`src/rtl/rdcred_pkg.sv`:
```
package rdcred_pkg;
  // bytes covered by one data credit; one payload beat carries exactly this much
  localparam int unsigned DCREDIT_BYTES = 16;

  // ceiling log2 with a floor of one bit, for index widths
  function automatic int unsigned clog2_min1(input int unsigned v);
    int unsigned r;
    r = 0;
    while ((32'd1 << r) < v) r++;
    return (r == 0) ? 1 : r;
  endfunction
endpackage

```
`src/rtl/rdcred_credit_pool.sv`:
```
module rdcred_credit_pool #(
  parameter int unsigned RESERVE  = 28,
  parameter int unsigned TAKE_AMT = 8,
  localparam int unsigned W = $clog2(RESERVE + 1)
) (
  input  logic         clk,
  input  logic         rst_n,
  input  logic         take,
  input  logic [W-1:0] give,
  output logic [W-1:0] avail,
  output logic         enough
);
  logic [W-1:0] avail_q, avail_d;

  always_comb begin
    avail_d = avail_q + give - (take ? W'(TAKE_AMT) : '0);
  end

  always_ff @(posedge clk or negedge rst_n) begin
    if (!rst_n) avail_q <= W'(RESERVE);
    else        avail_q <= avail_d;
  end

  assign avail  = avail_q;
  assign enough = (avail_q >= W'(TAKE_AMT));
endmodule

```
`src/rtl/rdcred_tag_pick.sv`:
```
module rdcred_tag_pick #(
  parameter int unsigned NUM_TAGS = 4,
  localparam int unsigned TAG_W = rdcred_pkg::clog2_min1(NUM_TAGS)
) (
  input  logic [NUM_TAGS-1:0] busy,
  output logic                any_free,
  output logic [TAG_W-1:0]    pick_idx,
  output logic [NUM_TAGS-1:0] pick_oh
);
  // scan downward so the lowest free tag is the one left standing
  always_comb begin
    any_free = 1'b0;
    pick_idx = '0;
    pick_oh  = '0;
    for (int i = NUM_TAGS - 1; i >= 0; i--) begin
      if (!busy[i]) begin
        any_free = 1'b1;
        pick_idx = TAG_W'(i);
        pick_oh  = NUM_TAGS'(1) << i;
      end
    end
  end
endmodule

```
`src/rtl/rdcred_tag_track.sv`:
```
module rdcred_tag_track #(
  parameter int unsigned NUM_TAGS = 4,
  parameter int unsigned HDR_WC   = 8,
  parameter int unsigned DATA_WC  = 32,
  localparam int unsigned TAG_W = rdcred_pkg::clog2_min1(NUM_TAGS),
  localparam int unsigned LB_W  = $clog2(DATA_WC + 1),
  localparam int unsigned HW    = $clog2(HDR_WC + 1),
  localparam int unsigned OFF_W = $clog2(DATA_WC)
) (
  input  logic                clk,
  input  logic                rst_n,
  input  logic [NUM_TAGS-1:0] alloc_oh,
  input  logic [LB_W-1:0]     alloc_beats,
  input  logic                cpl_valid,
  input  logic [TAG_W-1:0]    cpl_tag,
  input  logic                cpl_last,
  output logic [NUM_TAGS-1:0] busy,
  output logic                hit,
  output logic [OFF_W-1:0]    hit_off,
  output logic [NUM_TAGS-1:0] fin_oh,
  output logic [HW-1:0]       hdr_give,
  output logic [LB_W-1:0]     data_give
);
  logic [NUM_TAGS-1:0] sel_v;
  logic [LB_W-1:0]     rx_v [NUM_TAGS];
  logic [HW-1:0]       hs_v [NUM_TAGS];

  for (genvar g = 0; g < NUM_TAGS; g++) begin : g_tag
    logic            busy_q, busy_d;
    logic [LB_W-1:0] len_q, len_d, rx_q, rx_d;
    logic [HW-1:0]   hs_q, hs_d;
    logic            sel;

    assign sel       = cpl_valid && busy_q && (cpl_tag == TAG_W'(g));
    assign fin_oh[g] = sel && ((rx_q + LB_W'(1)) == len_q);
    assign busy[g]   = busy_q;
    assign sel_v[g]  = sel;
    assign rx_v[g]   = rx_q;
    assign hs_v[g]   = hs_q;

    always_comb begin
      busy_d = busy_q;
      len_d  = len_q;
      rx_d   = rx_q;
      hs_d   = hs_q;
      if (alloc_oh[g]) begin
        busy_d = 1'b1;
        len_d  = alloc_beats;
        rx_d   = '0;
        hs_d   = '0;
      end else if (sel) begin
        rx_d = rx_q + LB_W'(1);
        if (cpl_last) hs_d = hs_q + HW'(1);
        if (fin_oh[g]) busy_d = 1'b0;
      end
    end

    always_ff @(posedge clk or negedge rst_n) begin
      if (!rst_n) begin
        busy_q <= 1'b0;
        len_q  <= '0;
        rx_q   <= '0;
        hs_q   <= '0;
      end else begin
        busy_q <= busy_d;
        len_q  <= len_d;
        rx_q   <= rx_d;
        hs_q   <= hs_d;
      end
    end
  end

  // at most one tag is selected per beat; return credits for it
  always_comb begin
    hit       = 1'b0;
    hit_off   = '0;
    hdr_give  = '0;
    data_give = '0;
    for (int i = 0; i < NUM_TAGS; i++) begin
      if (sel_v[i]) begin
        hit     = 1'b1;
        hit_off = rx_v[i][OFF_W-1:0];
        if (fin_oh[i]) begin
          hdr_give  = HW'(HDR_WC) - hs_v[i];
          data_give = LB_W'(DATA_WC) - rx_v[i];
        end else begin
          hdr_give  = cpl_last ? HW'(1) : '0;
          data_give = LB_W'(1);
        end
      end
    end
  end
endmodule

```
`src/rtl/rdcred_tracker.sv`:
```
module rdcred_tracker
  import rdcred_pkg::*;
#(
  parameter int unsigned ADDR_W        = 32,
  parameter int unsigned DATA_W        = 128,
  parameter int unsigned NUM_TAGS      = 4,
  parameter int unsigned MAX_REQ_BYTES = 512,
  parameter int unsigned RCB_BYTES     = 64,
  parameter int unsigned HDR_RESERVE   = 28,
  parameter int unsigned DATA_RESERVE  = 112,
  localparam int unsigned TAG_W   = clog2_min1(NUM_TAGS),
  localparam int unsigned LEN_W   = $clog2(MAX_REQ_BYTES) + 1,
  localparam int unsigned HDR_WC  = MAX_REQ_BYTES / RCB_BYTES,
  localparam int unsigned DATA_WC = MAX_REQ_BYTES / DCREDIT_BYTES,
  localparam int unsigned OFF_W   = $clog2(DATA_WC),
  localparam int unsigned RAM_AW  = TAG_W + OFF_W
) (
  input  logic                clk,
  input  logic                rst_n,
  input  logic                req_valid,
  output logic                req_ready,
  input  logic [ADDR_W-1:0]   req_addr,
  input  logic [LEN_W-1:0]    req_len,
  output logic                rd_issue,
  output logic [TAG_W-1:0]    rd_tag,
  output logic [ADDR_W-1:0]   rd_addr,
  output logic [LEN_W-1:0]    rd_len,
  input  logic                cpl_valid,
  input  logic [TAG_W-1:0]    cpl_tag,
  input  logic [DATA_W-1:0]   cpl_data,
  input  logic                cpl_last,
  output logic                ram_we,
  output logic [RAM_AW-1:0]   ram_addr,
  output logic [DATA_W-1:0]   ram_wdata,
  output logic [NUM_TAGS-1:0] done_pulse
);
  localparam int unsigned LB_W  = $clog2(DATA_WC + 1);
  localparam int unsigned HW    = $clog2(HDR_WC + 1);
  localparam int unsigned HC_W  = $clog2(HDR_RESERVE + 1);
  localparam int unsigned DC_W  = $clog2(DATA_RESERVE + 1);
  localparam int unsigned LSH   = $clog2(DCREDIT_BYTES);

  logic [NUM_TAGS-1:0] tag_busy, pick_oh, fin_oh, alloc_oh;
  logic [TAG_W-1:0]    pick_idx;
  logic                any_free, hdr_ok, data_ok, accept, cpl_hit;
  logic [HC_W-1:0]     hdr_avail;
  logic [DC_W-1:0]     data_avail;
  logic [HW-1:0]       hdr_give;
  logic [LB_W-1:0]     data_give;
  logic [OFF_W-1:0]    hit_off;

  assign req_ready = hdr_ok && data_ok && any_free;
  assign accept    = req_valid && req_ready;
  assign alloc_oh  = accept ? pick_oh : '0;

  rdcred_credit_pool #(.RESERVE(HDR_RESERVE), .TAKE_AMT(HDR_WC)) u_hdr_pool (
    .clk(clk), .rst_n(rst_n), .take(accept), .give(HC_W'(hdr_give)),
    .avail(hdr_avail), .enough(hdr_ok)
  );

  rdcred_credit_pool #(.RESERVE(DATA_RESERVE), .TAKE_AMT(DATA_WC)) u_data_pool (
    .clk(clk), .rst_n(rst_n), .take(accept), .give(DC_W'(data_give)),
    .avail(data_avail), .enough(data_ok)
  );

  rdcred_tag_pick #(.NUM_TAGS(NUM_TAGS)) u_pick (
    .busy(tag_busy), .any_free(any_free), .pick_idx(pick_idx), .pick_oh(pick_oh)
  );

  rdcred_tag_track #(.NUM_TAGS(NUM_TAGS), .HDR_WC(HDR_WC), .DATA_WC(DATA_WC)) u_track (
    .clk(clk), .rst_n(rst_n), .alloc_oh(alloc_oh),
    .alloc_beats(LB_W'(req_len >> LSH)),
    .cpl_valid(cpl_valid), .cpl_tag(cpl_tag), .cpl_last(cpl_last),
    .busy(tag_busy), .hit(cpl_hit), .hit_off(hit_off), .fin_oh(fin_oh),
    .hdr_give(hdr_give), .data_give(data_give)
  );

  // output stage: next-state then registers
  logic                issue_d, we_d;
  logic [TAG_W-1:0]    tag_d;
  logic [ADDR_W-1:0]   addr_d;
  logic [LEN_W-1:0]    len_d;
  logic [RAM_AW-1:0]   waddr_d;
  logic [DATA_W-1:0]   wdata_d;

  always_comb begin
    issue_d = accept;
    tag_d   = accept ? pick_idx : rd_tag;
    addr_d  = accept ? req_addr : rd_addr;
    len_d   = accept ? req_len  : rd_len;
    we_d    = cpl_hit;
    waddr_d = cpl_hit ? {cpl_tag, hit_off} : ram_addr;
    wdata_d = cpl_hit ? cpl_data : ram_wdata;
  end

  always_ff @(posedge clk or negedge rst_n) begin
    if (!rst_n) begin
      rd_issue   <= 1'b0;
      rd_tag     <= '0;
      rd_addr    <= '0;
      rd_len     <= '0;
      ram_we     <= 1'b0;
      ram_addr   <= '0;
      ram_wdata  <= '0;
      done_pulse <= '0;
    end else begin
      rd_issue   <= issue_d;
      rd_tag     <= tag_d;
      rd_addr    <= addr_d;
      rd_len     <= len_d;
      ram_we     <= we_d;
      ram_addr   <= waddr_d;
      ram_wdata  <= wdata_d;
      done_pulse <= fin_oh;
    end
  end
endmodule

```
`config.mk`:
```
export PLATFORM = sky130hd
export DESIGN_NAME = rdcred_tracker
export DESIGN_NICKNAME = d
export VERILOG_FILES = /design/src/rtl/rdcred_pkg.sv /design/src/rtl/rdcred_credit_pool.sv /design/src/rtl/rdcred_tag_pick.sv /design/src/rtl/rdcred_tag_track.sv /design/src/rtl/rdcred_tracker.sv
export SDC_FILE = /design/constraint.sdc
export NUM_CORES = 1
export LEC_CHECK = 0
export CAP_MARGIN = 20
export CORE_ASPECT_RATIO = 1.25
export CORE_MARGIN = 1.5
export CORE_UTILIZATION = 48
export DETAILED_ROUTE_END_ITERATION = 12
export DONT_BUFFER_PORTS = 1
export HOLD_SLACK_MARGIN = 0.1
export PLACE_DENSITY_LB_ADDON = 0.3
export SKIP_LAST_GASP = 1
export SYNTH_ARGS = -nofsm -noshare
export SYNTH_HDL_FRONTEND = slang
export SYNTH_SLANG_ARGS = --single-unit
```
`constraint.sdc`:
```
create_clock -name clk -period 6.8 [get_ports clk]
set_input_delay 0.34 -clock clk [delete_from_list [all_inputs] [get_ports clk]]
set_output_delay 0.34 -clock clk [all_outputs]
set_load 0.03 [all_outputs]
```
# After elaboration in Yosys (flattened, before gate mapping)
# Cells that the tools add are included.
classes:
  n_reduce_logical: 36
  n_mux: 72
  n_lt_le_gt_ge: 2
  add_sub_neg: 20
  n_eq_ne: 7
op_table:
  columns: ["cell", "n"]
  rows:
  - ["4-bit 2-to-1 mux", 26]
  - ["6-bit 2-to-1 mux", 17]
  - ["6-bit by 1-bit adder with 6-bit output, second input constant", 4]
  - ["6-bit == test", 4]
  - ["2-bit nonzero test", 12]
  - ["6-bit subtractor, first input constant", 4]
  - ["1-bit 2-to-1 mux", 21]
  - ["5-bit 2-to-1 mux", 4]
  - ["4-bit by 1-bit adder with 4-bit output, second input constant", 4]
  - ["2-bit AND reduction", 8]
  - ["4-bit subtractor, first input constant", 4]
  - ["1-bit logical AND", 15]
  - ["2-bit 2-to-1 mux", 4]
  - ["7-bit by 6-bit adder with 7-bit output", 1]
  - ["7-bit by 6-bit >= comparator with 1-bit output, second input constant", 1]
  - ["7-bit subtractor", 1]
  - ["5-bit by 4-bit adder with 5-bit output", 1]
  - ["5-bit by 4-bit >= comparator with 1-bit output, second input constant", 1]
  - ["5-bit subtractor", 1]
  - ["2-bit == test, second input constant", 2]
  - ["2-bit by 1-bit == test with 1-bit output, second input constant", 1]
  - ["2-bit logical NOT", 1]
totals:
  inputBits: 177
  reg_bits: 265

# Longest topological paths before layout
# Gate-level depths: netlist of the first run.
depth:
  word_depth: 10
  depth_mapped: 19
  depth_no_buf: 18

# Cells and area by module
# A second synthesis of the first run with hierarchy kept.
hier_totals:
  cells_unflattened: 967
  area_unflattened_um2: 12261.8
by_module_without_submodules:
  columns: ["mod", "area_per_inst_um2", "cells_per_inst", "n_inst"]
  rows:
  - ["rdcred_tracker", 6876.6, 392, 1]
  - ["rdcred_tag_track", 4439.3, 473, 1]
  - ["rdcred_credit_pool (u_data_pool)", 545.5, 58, 1]
  - ["rdcred_credit_pool (u_hdr_pool)", 347.8, 35, 1]
  - ["rdcred_tag_pick", 52.6, 9, 1]

# Least setup slack after synthesis of the first run
# Ideal clock, no wire load.
synth_path:
  path_type: "register -> register"
  from: "register u_track.g_tag[0].rx_q[0]"
  to: "register u_data_pool.avail_q[6] (netlist: u_data_pool.avail[6])"
  arrival_time_ps: 3408
  required_time_ps: 6725
  path_slack_ps: 3316
  setup_time_ps: 75
  period_less_slack_ps: 3484
  stages_incl_launch_ff: 19
  path_cell_list: "dfrtp_1 -> buf_6 -> inv_1 -> ha_1 -> xor2_1 -> a2111oi_4 -> nand3_1 -> nor3_4 -> nand2_1 -> a211o_1 -> ha_1 -> inv_1 -> ha_1 -> nor2b_1 -> o21ai_0 -> a21boi_0 -> o21a_1 -> nor2_1 -> xnor2_1"
synth_via:
  elab_chain_cells: 10
  word_cells_on_any_way: 11
synth_lines:
  columns: ["item", "line", "text"]
  rows:
  - ["from (decl)", "rdcred_tag_track.sv:30", "logic [LB_W-1:0] len_q, len_d, rx_q, rx_d;"]
  - ["from (signal assigned)", "rdcred_tag_track.sv:67", "rx_q <= rx_d;"]
  - ["6-bit by 1-bit adder with 6-bit output", "rdcred_tag_track.sv:35", "assign fin_oh[g] = sel && ((rx_q + LB_W'(1)) == len_q);"]
  - ["6-bit == test", "rdcred_tag_track.sv:35", null]
  - ["1-bit logical AND", "rdcred_tag_track.sv:35", null]
  - ["via fin_oh[0]", "rdcred_tracker.sv:43", "logic [NUM_TAGS-1:0] tag_busy, pick_oh, fin_oh, alloc_oh;"]
  - ["6-bit 2-to-1 mux", "rdcred_tag_track.sv:83", "if (fin_oh[i]) begin"]
  - ["6-bit 2-to-1 mux (4 in series)", "rdcred_tag_track.sv:80", "if (sel_v[i]) begin"]
  - ["7-bit by 6-bit adder with 7-bit output", "rdcred_credit_pool.sv:16", "avail_d = avail_q + give - (take ? W'(TAKE_AMT) : '0);"]
  - ["7-bit subtractor", "rdcred_credit_pool.sv:16", null]
  - ["via u_data_pool.avail_d[6]", "rdcred_credit_pool.sv:13", "logic [W-1:0] avail_q, avail_d;"]
  - ["to (signal assigned)", "rdcred_credit_pool.sv:20", "if (!rst_n) avail_q <= W'(RESERVE);"]
  - ["to (signal assigned)", "rdcred_credit_pool.sv:21", "else avail_q <= avail_d;"]
  - ["to (decl)", "rdcred_credit_pool.sv:13", null]
# The timed path passes the listed nets, and every way through them passes these cells.
# A chain may end at the register's enable or synchronous reset.

# Worst setup path in the final report of the first run
# Same ends and word-level chain as after synthesis.

==> results of run 1 <==
==> layout make-up <==
cell class              count  area share
well taps                 330     0.02751
inverters                  48     0.01209
clock buffers              37     0.05018
multi-input cells         673      0.3358
repair buffers            183      0.1240
flip-flops and latches    265      0.4423
clock inverters             8    0.008169
==> sequential cells by signal (all words and copies together), names as in the netlist, 5 cells and up <==
register / count
ram_wdata: 128
rd_len: 10
ram_addr: 7
u_track.g_tag.rx_q: 24
u_hdr_pool.avail: 5
u_data_pool.avail: 7
u_track.g_tag.hs_q: 16
rd_addr: 32
u_track.g_tag.len_q: 24
==> critical path, stage by stage (launching register included) <==
cell       delay (ns)
dfrtp_1          0.49
inv_1            0.10
ha_1             0.35
xor2_1           0.20
a2111oi_4        0.22
nand3_1          0.20
nor3_4           0.36
nand2_1          0.11
a211o_1          0.32
ha_1             0.27
inv_1            0.04
ha_1             0.32
nor2b_1          0.14
o21ai_0          0.20
a21boi_0         0.15
o21a_1           0.18
nor2_1           0.11
xnor2_1          0.13
==> report_power, final <==
group / total (µW) / internal (µW) / switching, µW
Combinational: 124 / 72.1 / 52.1
Sequential: 1580 / 1580 / 0
Clock: 1490 / 882 / 610
==> cells by family after synthesis <==
group                      Yosys count  synth area share
and+or+nand+nor                    306            0.1184
DFF                                265            0.5478
muxes                              154            0.1430
buffers and inverters              104           0.03717
AOI/OAI and AO/OA                   90           0.05234
xor gates and xnor gates            89           0.06494
adders and majority gates           34           0.03634
==> path summary, 6_finish.rpt <==
kind,start,to,slack [ns],depth (start not counted)
worst min register to register,u_hdr_pool.avail[0]$_DFF_PN0_,u_hdr_pool.avail[0]$_DFF_PN0_,0.48,1
worst min-delay path,cpl_valid,u_track.g_tag[0].rx_q[0]$_DFFE_PN0P_,0.17,3
worst max-delay path,u_track.g_tag[0].rx_q[0]$_DFFE_PN0P_,u_data_pool.avail[6]$_DFF_PN1_,2.81,17
max in group asynchronous,rst_n,ram_wdata[13]$_DFFE_PN0P_,5.14,3
min in group asynchronous,rst_n,rd_addr[16]$_DFFE_PN0P_,0.41,2
worst max register to register,u_track.g_tag[0].rx_q[0]$_DFFE_PN0P_,u_data_pool.avail[6]$_DFF_PN1_,2.81,17
==> layer usage <==
layer,part of all wire,vias up,GRT usage
met5,0,-,0
met4,0.038,0,0.09469
met3,0.055,71,0.04557
met2,0.54,297,0.4410
met1,0.37,4159,0.2702
li1,-,3823,-
==> stage by stage <==
step / cell area (µm²) / hold WS, ns / utilization / worst slack, ns
after global placement: 12310 / 0.04901 / 0.4991 / 3.009
after CTS: 14980 / 0.1584 / 0.6075 / 2.846
after floorplan: 12120 / 0.04441 / - / 3.316
after global routing: 15010 / 0.1943 / 0.6086 / 2.569
after detailed placement: 12340 / 0.04755 / 0.5003 / 2.883
final: 15010 / 0.1744 / 0.6086 / 2.812
==> layout by cell type (no fill, tap or decap), drive strengths merged, types with 3 or more instances in the layout <==
cell type    Yosys  layout
xnor2           46      46
a222oi           3       3
clkbuf          21      37
a21boi           3       3
dlygate4sd3      0     174
buf             35       9
nor2            49      49
inv             45      45
clkinv           3       5
a31oi            4       4
clkinvlp         0       3
o22ai            9       9
dfstp            6       6
a221oi           5       5
nor3b            5       5
a21oi           23      23
nand3           18      18
and4b            3       3
mux2           153     153
xor2            43      43
dfrtp          259     259
and3             5       5
a21o             3       3
nand2          171     171
nor3            16      16
or3              6       6
o21ai           19      19
nand2b           3       3
nor2b            6       6
nand4           12      12
a211o            3       3
bufinv           0       3
ha              32      32
==> what timing repair did <==
item | in CTS | in global routing
hold buffers | 175 | 0
hold endpoints to repair | 465 | 0
setup buffers | 0 | 0
gates resized for setup | 0 | 0
==> run_results.csv, run 1 <==
group,metric,value,unit
outcome,status,"complete, no violations",
clocking,clk_path_buf_depth,3,
global_routing,grt_pass1_vias,8911,
timing,finalHoldViolCount,0,
synth,syn_area_per_cell,11.63,µm²
synth,yosysTopAreaCell,"dfrtp_1",
global_routing,grt_first_pass_wirelength,49510,µm
timing,finalCriticalPeriod,3.988,ns
timing,tns,0,ns
synth,syn_area,12120,µm²
floorplan,start_util,0.4914,
job,drv_cap,0,
synth,synth_most_common_cell,"dfrtp_1",
clocking,clk_pin_slew,0.06,ns
power,p_leak,0.007386,µW
synth,yosysUniqueCellTypes,70,
timing,fmax,0.2508,GHz
place,dpl.cell_count,1323,
synth,ys_ff_latch,265,
synth,syn_nets,1253,
clocking,cts_buffers,27,
power,powerDensity,212.7,nW/µm²
drt,route.vias.total,8350,
floorplan,rows,64,
synth,synth_enable_flop_cells,0,
worst_hold_path,hold_path_class,"input pin to flip-flop",
layout,drive_gt1_frac,0.1895,
drt,drt_drc_violations_left,0,
global_routing,grt_use_total,0.2387,
layout,fillers,1985,
timing,fin_crit_sh,0.5864,
floorplan,ios,363,
global_routing,antenna_found_initial,0,
critical_path,critPathLaunchType,"flip-flop",
layout,ff_latch_area,6639,µm²
floorplan,die_h,180.7,µm
global_routing,grt_start_max_net_pins,266,
clocking,htreeDepth,1,
power,power.total,3194,µW
timing,drv_slew,0,
critical_path,path_max_fanout,10,
floorplan,core_area,24660,µm²
timing,setup-violations-final,0,
synth,ys_seq_area_frac,0.5478,
synth,synthCells,1042,
critical_path,crit_required,7.25,ns
synth,synth_common_cells,"dfrtp_1, nand2_1, mux2_2, nor2_1",
critical_path,crit_arrival,4.43,ns
drt,wl_per_cell,20.53,µm
layout,diodes,0,
timing,tightest_slew,1.074,ns
synth,ys_warn_count,0,
layout,final_nets,1409,
global_routing,grt_overflow,0,
clocking,clockRootBuffer,"clkbuf_16",
place,place_congestion,0.8389,
timing,relSlewSlack,0.2841,
layout,multiInputGateArea,5040,µm²
place,place_hpwl,20520,µm
drt,vias_per_cell,5.408,
critical_path,worstSetupPathType,"flip-flop to flip-flop",
timing,grt_setup_unrepaired,"no",
place,io_buffers,0,
layout,synthToLayoutAreaGrowth,23.86,%
critical_path,cp-end-kind,"flip-flop",
drt,drt_iter0_drc,395,
synth,synth_area_leaders,"dfrtp_1, mux2_2, nand2_1",
layout,final_cells,1544,
timing,skew,0.02318,ns
clocking,cts_tree,"yes",
synth,synthFlopType,"dfrtp_1",
drt,final_antenna_net_count,0,
floorplan,die_w,145.1,µm
floorplan,fp.dieArea,26220,µm²
synth,async_flop_share,1.000,
synth,synth_top_area_frac,0.5348,
clocking,cts.sinks,265,
drt,drt_wl_total,31700,µm
power,ir_worst_vdd,187.2,µV
clocking,clock_latency,0.54,ns
drt,dr.pass1.iters,5,
Power figures use the tool's default switching activity.
==> inputs of run 2 (changes only) <==
==> constraint.sdc (replaced) <==
create_clock -name clk -period 3.9 [get_ports clk]
set_input_delay 0.195 -clock clk [delete_from_list [all_inputs] [get_ports clk]]
set_output_delay 0.195 -clock clk [all_outputs]
set_load 0.03 [all_outputs]
==> run 2 against run 1 <==
Compared with the run above:
- the flow now finishes with violations (hold timing)
- global-route usage is 0.66 points higher
- first-iteration DRC count is 5.1% higher
- sequential share of layout area shrank 0.49 points
- clock power rose by 82%
- cell area up 1.2%
- utilization rose by 0.71 points
- clock-buffer cell count increased by 2
- die area is the same
==> run_results.csv, run 2 (synthesis results as in run 1) <==
group,metric,value,unit
floorplan,die_h,180.7,µm
global_routing,grt_pass1_vias,9192,
global_routing,grt_start_max_net_pins,266,
clocking,clock_latency,0.54,ns
layout,multiInputGateArea,5045,µm²
clocking,cts_buffers,28,
critical_path,critPathLaunchType,"flip-flop",
timing,setup-violations-final,0,
timing,skew,0.01715,ns
drt,route.vias.total,8579,
critical_path,worst-r2r-setup-slack,0.25,ns
clocking,holdBufCountCts,175,
timing,fmax,0.2736,GHz
outcome,status,"finished, violations left",
timing,tightest_slew,1.157,ns
global_routing,antenna_found_initial,0,
layout,fillers,1961,
floorplan,start_util,0.4914,
critical_path,cp-endpoint,"u_data_pool.avail[6]$_DFF_PN1_",
worst_hold_path,hold_path_class,"input pin to asynchronous set/reset pin",
layout,final_nets,1426,
floorplan,die_w,145.1,µm
floorplan,ios,363,
critical_path,regToRegEndpoint,"u_data_pool.avail[6]$_DFF_PN1_",
layout,regMostFlops,"ram_wdata",
timing,finalCriticalPeriod,3.655,ns
clocking,cts.sinks,265,
place,place_congestion,0.8881,
layout,synthToLayoutAreaGrowth,25.30,%
floorplan,fp.dieArea,26220,µm²
timing,fin_crit_sh,0.9371,
layout,ff_latch_area,6643,µm²
timing,finalHoldViolCount,261,
place,dpl.cell_count,1339,
layout,largest_register_ffs,128,
drt,wl_per_cell,20.95,µm
place,place_area,12460,µm²
floorplan,core_area,24660,µm²
drt,drt_drc_violations_left,0,
critical_path,reg2regPathDepth,17,
critical_path,r2r_start,"u_track.g_tag[2].rx_q[0]$_DFFE_PN0P_",
layout,final_cell_mix,"dfrtp_1, dlygate4sd3_1, nand2_1",
timing,hold_ws,-0.6385,ns
layout,drive_gt1_frac,0.2065,
drt,drt_iter0_drc,415,
place,place_hpwl,21020,µm
critical_path,path_max_fanout,7,
global_routing,grt_use_total,0.2453,
power,powerDensity,370.0,nW/µm²
critical_path,cp-end-kind,"flip-flop",
drt,drt_wl_total,32780,µm
clocking,clk_path_buf_depth,3,
global_routing,grt_first_pass_wirelength,51290,µm
timing,tns,0,ns
critical_path,crit_arrival,4.12,ns
layout,diodes,0,
clocking,post_cts_buffers,0,
layout,final_common_cell,"dfrtp_1",
drt,vias_per_cell,5.482,
layout,final_cells,1565,
global_routing,grt_overflow,0,
power,ir_worst_vdd,297.2,µV
clocking,clockRootBuffer,"clkbuf_16",
place,io_buffers,0,
clocking,htreeDepth,1,
job,drv_cap,0,
timing,relSlewSlack,0.2289,
critical_path,crit_required,4.36,ns
floorplan,rows,64,
layout,top_regs,"ram_wdata: 128 flops, rd_addr: 32 flops",
power,p_leak,0.007500,µW
timing,grt_setup_unrepaired,"no",
layout,final_util,0.6157,
outcome,violations,"hold timing",
clocking,cts_tree,"yes",
critical_path,startpoint,"u_track.g_tag[2].rx_q[0]$_DFFE_PN0P_",
clocking,clk_pin_slew,0.06,ns
drt,dr.pass1.iters,5,
layout,fin_area,15190,µm²
timing,drv_slew,0,
critical_path,worstSetupPathType,"flip-flop to flip-flop",
drt,final_antenna_net_count,0,
-- run 2: worst min path at each step --
stage | from | end | slack, ns | cells past startpoint
floorplan | rst_n | done_pulse[0]$_DFF_PN0_ | -0.10 | 0
global placement | rst_n | rd_addr[9]$_DFFE_PN0P_ | -0.1 | 0
detailed placement | rst_n | rd_addr[9]$_DFFE_PN0P_ | -0.1 | 0
CTS | rst_n | ram_wdata[67]$_DFFE_PN0P_ | -0.66 | 0
global route | rst_n | rd_len[0]$_DFFE_PN0P_ | -0.66 | 0
finish | rst_n | rd_len[0]$_DFFE_PN0P_ | -0.64 | 0
-- run 2: cell type report --
type	instances	share of cell area
sequential	265	0.4374
multi-input combinational	673	0.3322
timing repair buffer	199	0.1294
clock buffer	39	0.05421
tap	330	0.02719
inverter	48	0.01195
clock inverter	11	0.007663
-- run 2: layer usage --
layer  vias up  GRT usage  share of wire
li1       3859          -              -
met3        83    0.04380          0.058
met2       359     0.4521           0.54
met1      4278     0.2816           0.37
met4         0    0.09469          0.032
met5         -          0              0
-- run 2: stage by stage --
stage / setup slack [ns] / total power, µW
3_3_place_gp: 0.2754 / 2804
4_1_cts: 0.1666 / 5656
3_5_place_dp: 0.1597 / 2804
6_report: 0.2452 / 5619
2_1_floorplan: 0.4161 / 2808
5_1_grt: 0.03299 / 5783
-- run 2: what timing repair did --
action,4_1_cts,5_1_grt
endpoints found under the hold margin,473,265
setup endpoints to repair,0,1
gates resized for setup,0,7
-- run 2: power by group --
| group | switching (µW) | leakage, µW | total, µW | internal (µW) |
|---|---|---|---|---|
| clock | 1110 | 0.000458 | 2710 | 1600 |
| combinational | 41.7 | 0.00344 | 162 | 120 |
| sequential | 0 | 0.00360 | 2750 | 2750 |
| total | 1150 | 0.00750 | 5620 | 4470 |
-- run 2: critical path, cell delays in order (launching register included) --
cell and delay (ns):
dfrtp_2 0.47, ha_1 0.26, nor2b_1 0.15, or4b_1 0.50, nand3_1 0.14, nand2_2 0.13
clkinv_2 0.11, a21oi_1 0.08, a211o_1 0.29, ha_1 0.27, inv_1 0.04, ha_1 0.32
nor2b_1 0.14, o21ai_1 0.16, a21boi_1 0.11, o21a_1 0.18, nor2_1 0.11, xnor2_1 0.13
==> inputs of run 3 (changes only) <==
--- a/config.mk
+++ b/config.mk
@@ -7,13 +7,15 @@
 export LEC_CHECK = 0
 export CAP_MARGIN = 20
 export CORE_ASPECT_RATIO = 1.25
-export CORE_MARGIN = 1.5
+export CORE_MARGIN = 2
 export CORE_UTILIZATION = 48
 export DETAILED_ROUTE_END_ITERATION = 12
 export DONT_BUFFER_PORTS = 1
 export HOLD_SLACK_MARGIN = 0.1
+export MAX_ROUTING_LAYER = met4
 export PLACE_DENSITY_LB_ADDON = 0.3
 export SKIP_LAST_GASP = 1
+export SLEW_MARGIN = 0
 export SYNTH_ARGS = -nofsm -noshare
 export SYNTH_HDL_FRONTEND = slang
 export SYNTH_SLANG_ARGS = --single-unit
==> run 3 against run 2 <==
Compared with the run above:
- the flow still finishes with violations (hold timing)
- total power shrank 4.5%
- clock power shrank 9.2%
- critical path type unchanged
- largest power group unchanged
- combinational power is essentially flat
==> run_results.csv, run 3 (synthesis results as in run 1) <==
group,metric,value,unit
drt,drt_iter0_drc,502,
floorplan,core_area,25050,µm²
timing,tns,0,ns
place,place_congestion,0.9061,
worst_hold_path,hold_path_class,"input pin to asynchronous set/reset pin",
drt,drt_drc_violations_left,0,
layout,synthToLayoutAreaGrowth,24.61,%
layout,top_regs,"ram_wdata: 128 flops, rd_addr: 32 flops",
global_routing,grt_pass1_vias,9056,
global_routing,grtUsageMet3,0.04447,
job,drv_cap,0,
critical_path,crit_arrival,4.13,ns
drt,vias_per_cell,5.456,
timing,setup-violations-final,0,
clocking,cts.sinks,265,
timing,fmax,0.2717,GHz
floorplan,start_util,0.4838,
timing,hold_ws,-0.6279,ns
timing,grt_setup_unrepaired,"no",
clocking,clockRootBuffer,"clkbuf_16",
global_routing,grt_start_max_net_pins,266,
critical_path,worst-r2r-setup-slack,0.22,ns
clocking,post_cts_buffers,0,
place,place_hpwl,20740,µm
clocking,holdBufCountCts,174,
layout,final_cells,1569,
layout,fin_area,15100,µm²
clocking,htreeDepth,1,
critical_path,slowest_delay,0.50,ns
timing,fin_crit_sh,0.9438,
outcome,violations,"hold timing",
global_routing,met1_usage,0.2833,
critical_path,startpoint,"u_track.g_tag[2].rx_q[0]$_DFFE_PN0P_",
timing,drv_slew,0,
floorplan,die_h,181.7,µm
global_routing,grt_overflow,0,
critical_path,worstSetupPathType,"flip-flop to flip-flop",
timing,relSlewSlack,0.4484,
critical_path,path_cells,"ha_1, nor2b_1, or4b_1, nand3_1, nand2_2, clkinv_2, a21oi_1, a211o_1, ha_1, inv_1, ha_1, nor2b_1, o21ai_0, a21boi_0, o21a_1, nor2_1, xnor2_1",
layout,final_nets,1425,
global_routing,grt_first_pass_wirelength,50070,µm
critical_path,r2r_start,"u_track.g_tag[2].rx_q[0]$_DFFE_PN0P_",
global_routing,grt.busiest_layer,"met2",
global_routing,antenna_found_initial,1,
layout,drive_gt1_frac,0.2052,
critical_path,cpMostUsedCell,"ha_1",
floorplan,rows,65,
power,powerDensity,355.2,nW/µm²
drt,drt_wl_total,32110,µm
drt,final_antenna_net_count,0,
floorplan,fp.dieArea,26540,µm²
place,place_area,12510,µm²
global_routing,grt_use_met2,0.4219,
place,dpl.cell_count,1347,
timing,finalHoldViolCount,265,
layout,largest_register_ffs,128,
critical_path,path_max_fanout,7,
critical_path,cp-end-kind,"flip-flop",
clocking,clk_path_buf_depth,3,
floorplan,ios,363,
layout,final_cell_mix,"dfrtp_1, dlygate4sd3_1, nand2_1",
power,ir_worst_vdd,312.4,µV
clocking,cts_tree,"yes",
place,io_buffers,0,
layout,final_common_cell,"dfrtp_1",
critical_path,critPathLaunchType,"flip-flop",
outcome,status,"finished, violations left",
critical_path,reg2regPathDepth,17,
clocking,clk_pin_slew,0.06,ns
layout,regMostFlops,"ram_wdata",
clocking,cts_buffers,26,
power,power.total,5364,µW
critical_path,worst_path_max_delay_cell,"or4b_1",
global_routing,grt_use_total,0.2444,
drt,wl_per_cell,20.47,µm
timing,skew,0.01303,ns
drt,route.vias.total,8560,
floorplan,die_w,146.1,µm
critical_path,crit_required,4.35,ns
timing,finalCriticalPeriod,3.681,ns
drt,dr.pass1.iters,5,
clocking,clock_latency,0.53,ns
timing,tightest_slew,0.8274,ns
power,p_leak,0.007444,µW
run 3: metal layers:
layer	vias up	wire length [µm]
li1	3850	-
met3	77	1972
met2	330	16770
met4	0	1272
met5	-	0
met1	4303	12090
run 3: cell type report:
type,instances,area [µm²]
fill,2067,9947
sequential,265,6645
multi-input combinational,673,5061
timing repair buffer,200,1969
clock buffer,41,758.2
tap,335,419.2
inverter,48,181.4
clock inverter,6,65.06
antenna,1,2.502
run 3: critical path, delay by kind of cell (launching register included):
kind / cells / cell delay (ns)
xor gates and xnor gates: 1 / 0.13
and+or+nand+nor: 6 / 1.11
AOI/OAI and AO/OA: 5 / 0.91
adders and majority gates: 3 / 0.86
buffers and inverters: 2 / 0.15
DFF: 1 / 0.46
run 3: timing repair:
action | CTS | global route
resized for setup | 0 | 11
hold endpoints to repair | 474 | 265
setup endpoints to repair | 0 | 3
run 3: final timing paths:
path	to
setup / recovery	u_data_pool.avail[6]$_DFF_PN1_
hold / removal	ram_wdata[91]$_DFFE_PN0P_
setup reg to reg	u_data_pool.avail[6]$_DFF_PN1_
hold reg to reg	u_data_pool.avail[0]$_DFF_PN0_
max in group asynchronous	u_track.g_tag[2].rx_q[0]$_DFFE_PN0P_
min in group clk	u_track.g_tag[0].busy_q$_DFFE_PN0P_
run 3: through the flow:
| stage | worst slack (ns) | hold WS (ns) | util |
|---|---|---|---|
| after floorplan | 0.4161 | -0.1006 | - |
| after detailed placement | 0.1277 | -0.09735 | 0.4993 |
| after global routing | 0.007739 | -0.6542 | 0.6029 |
| after global placement | 0.2432 | -0.09590 | 0.4982 |
| final | 0.2191 | -0.6279 | 0.6029 |
| after CTS | 0.1050 | -0.6608 | 0.6017 |
run 3: power breakdown:
part           total [µW]  switching [µW]  internal (µW)  leakage, µW
combinational         159            39.0            120      0.00345
sequential           2750               0           2750      0.00360
clock                2460            1050           1400     0.000398
total                5360            1090           4270      0.00744
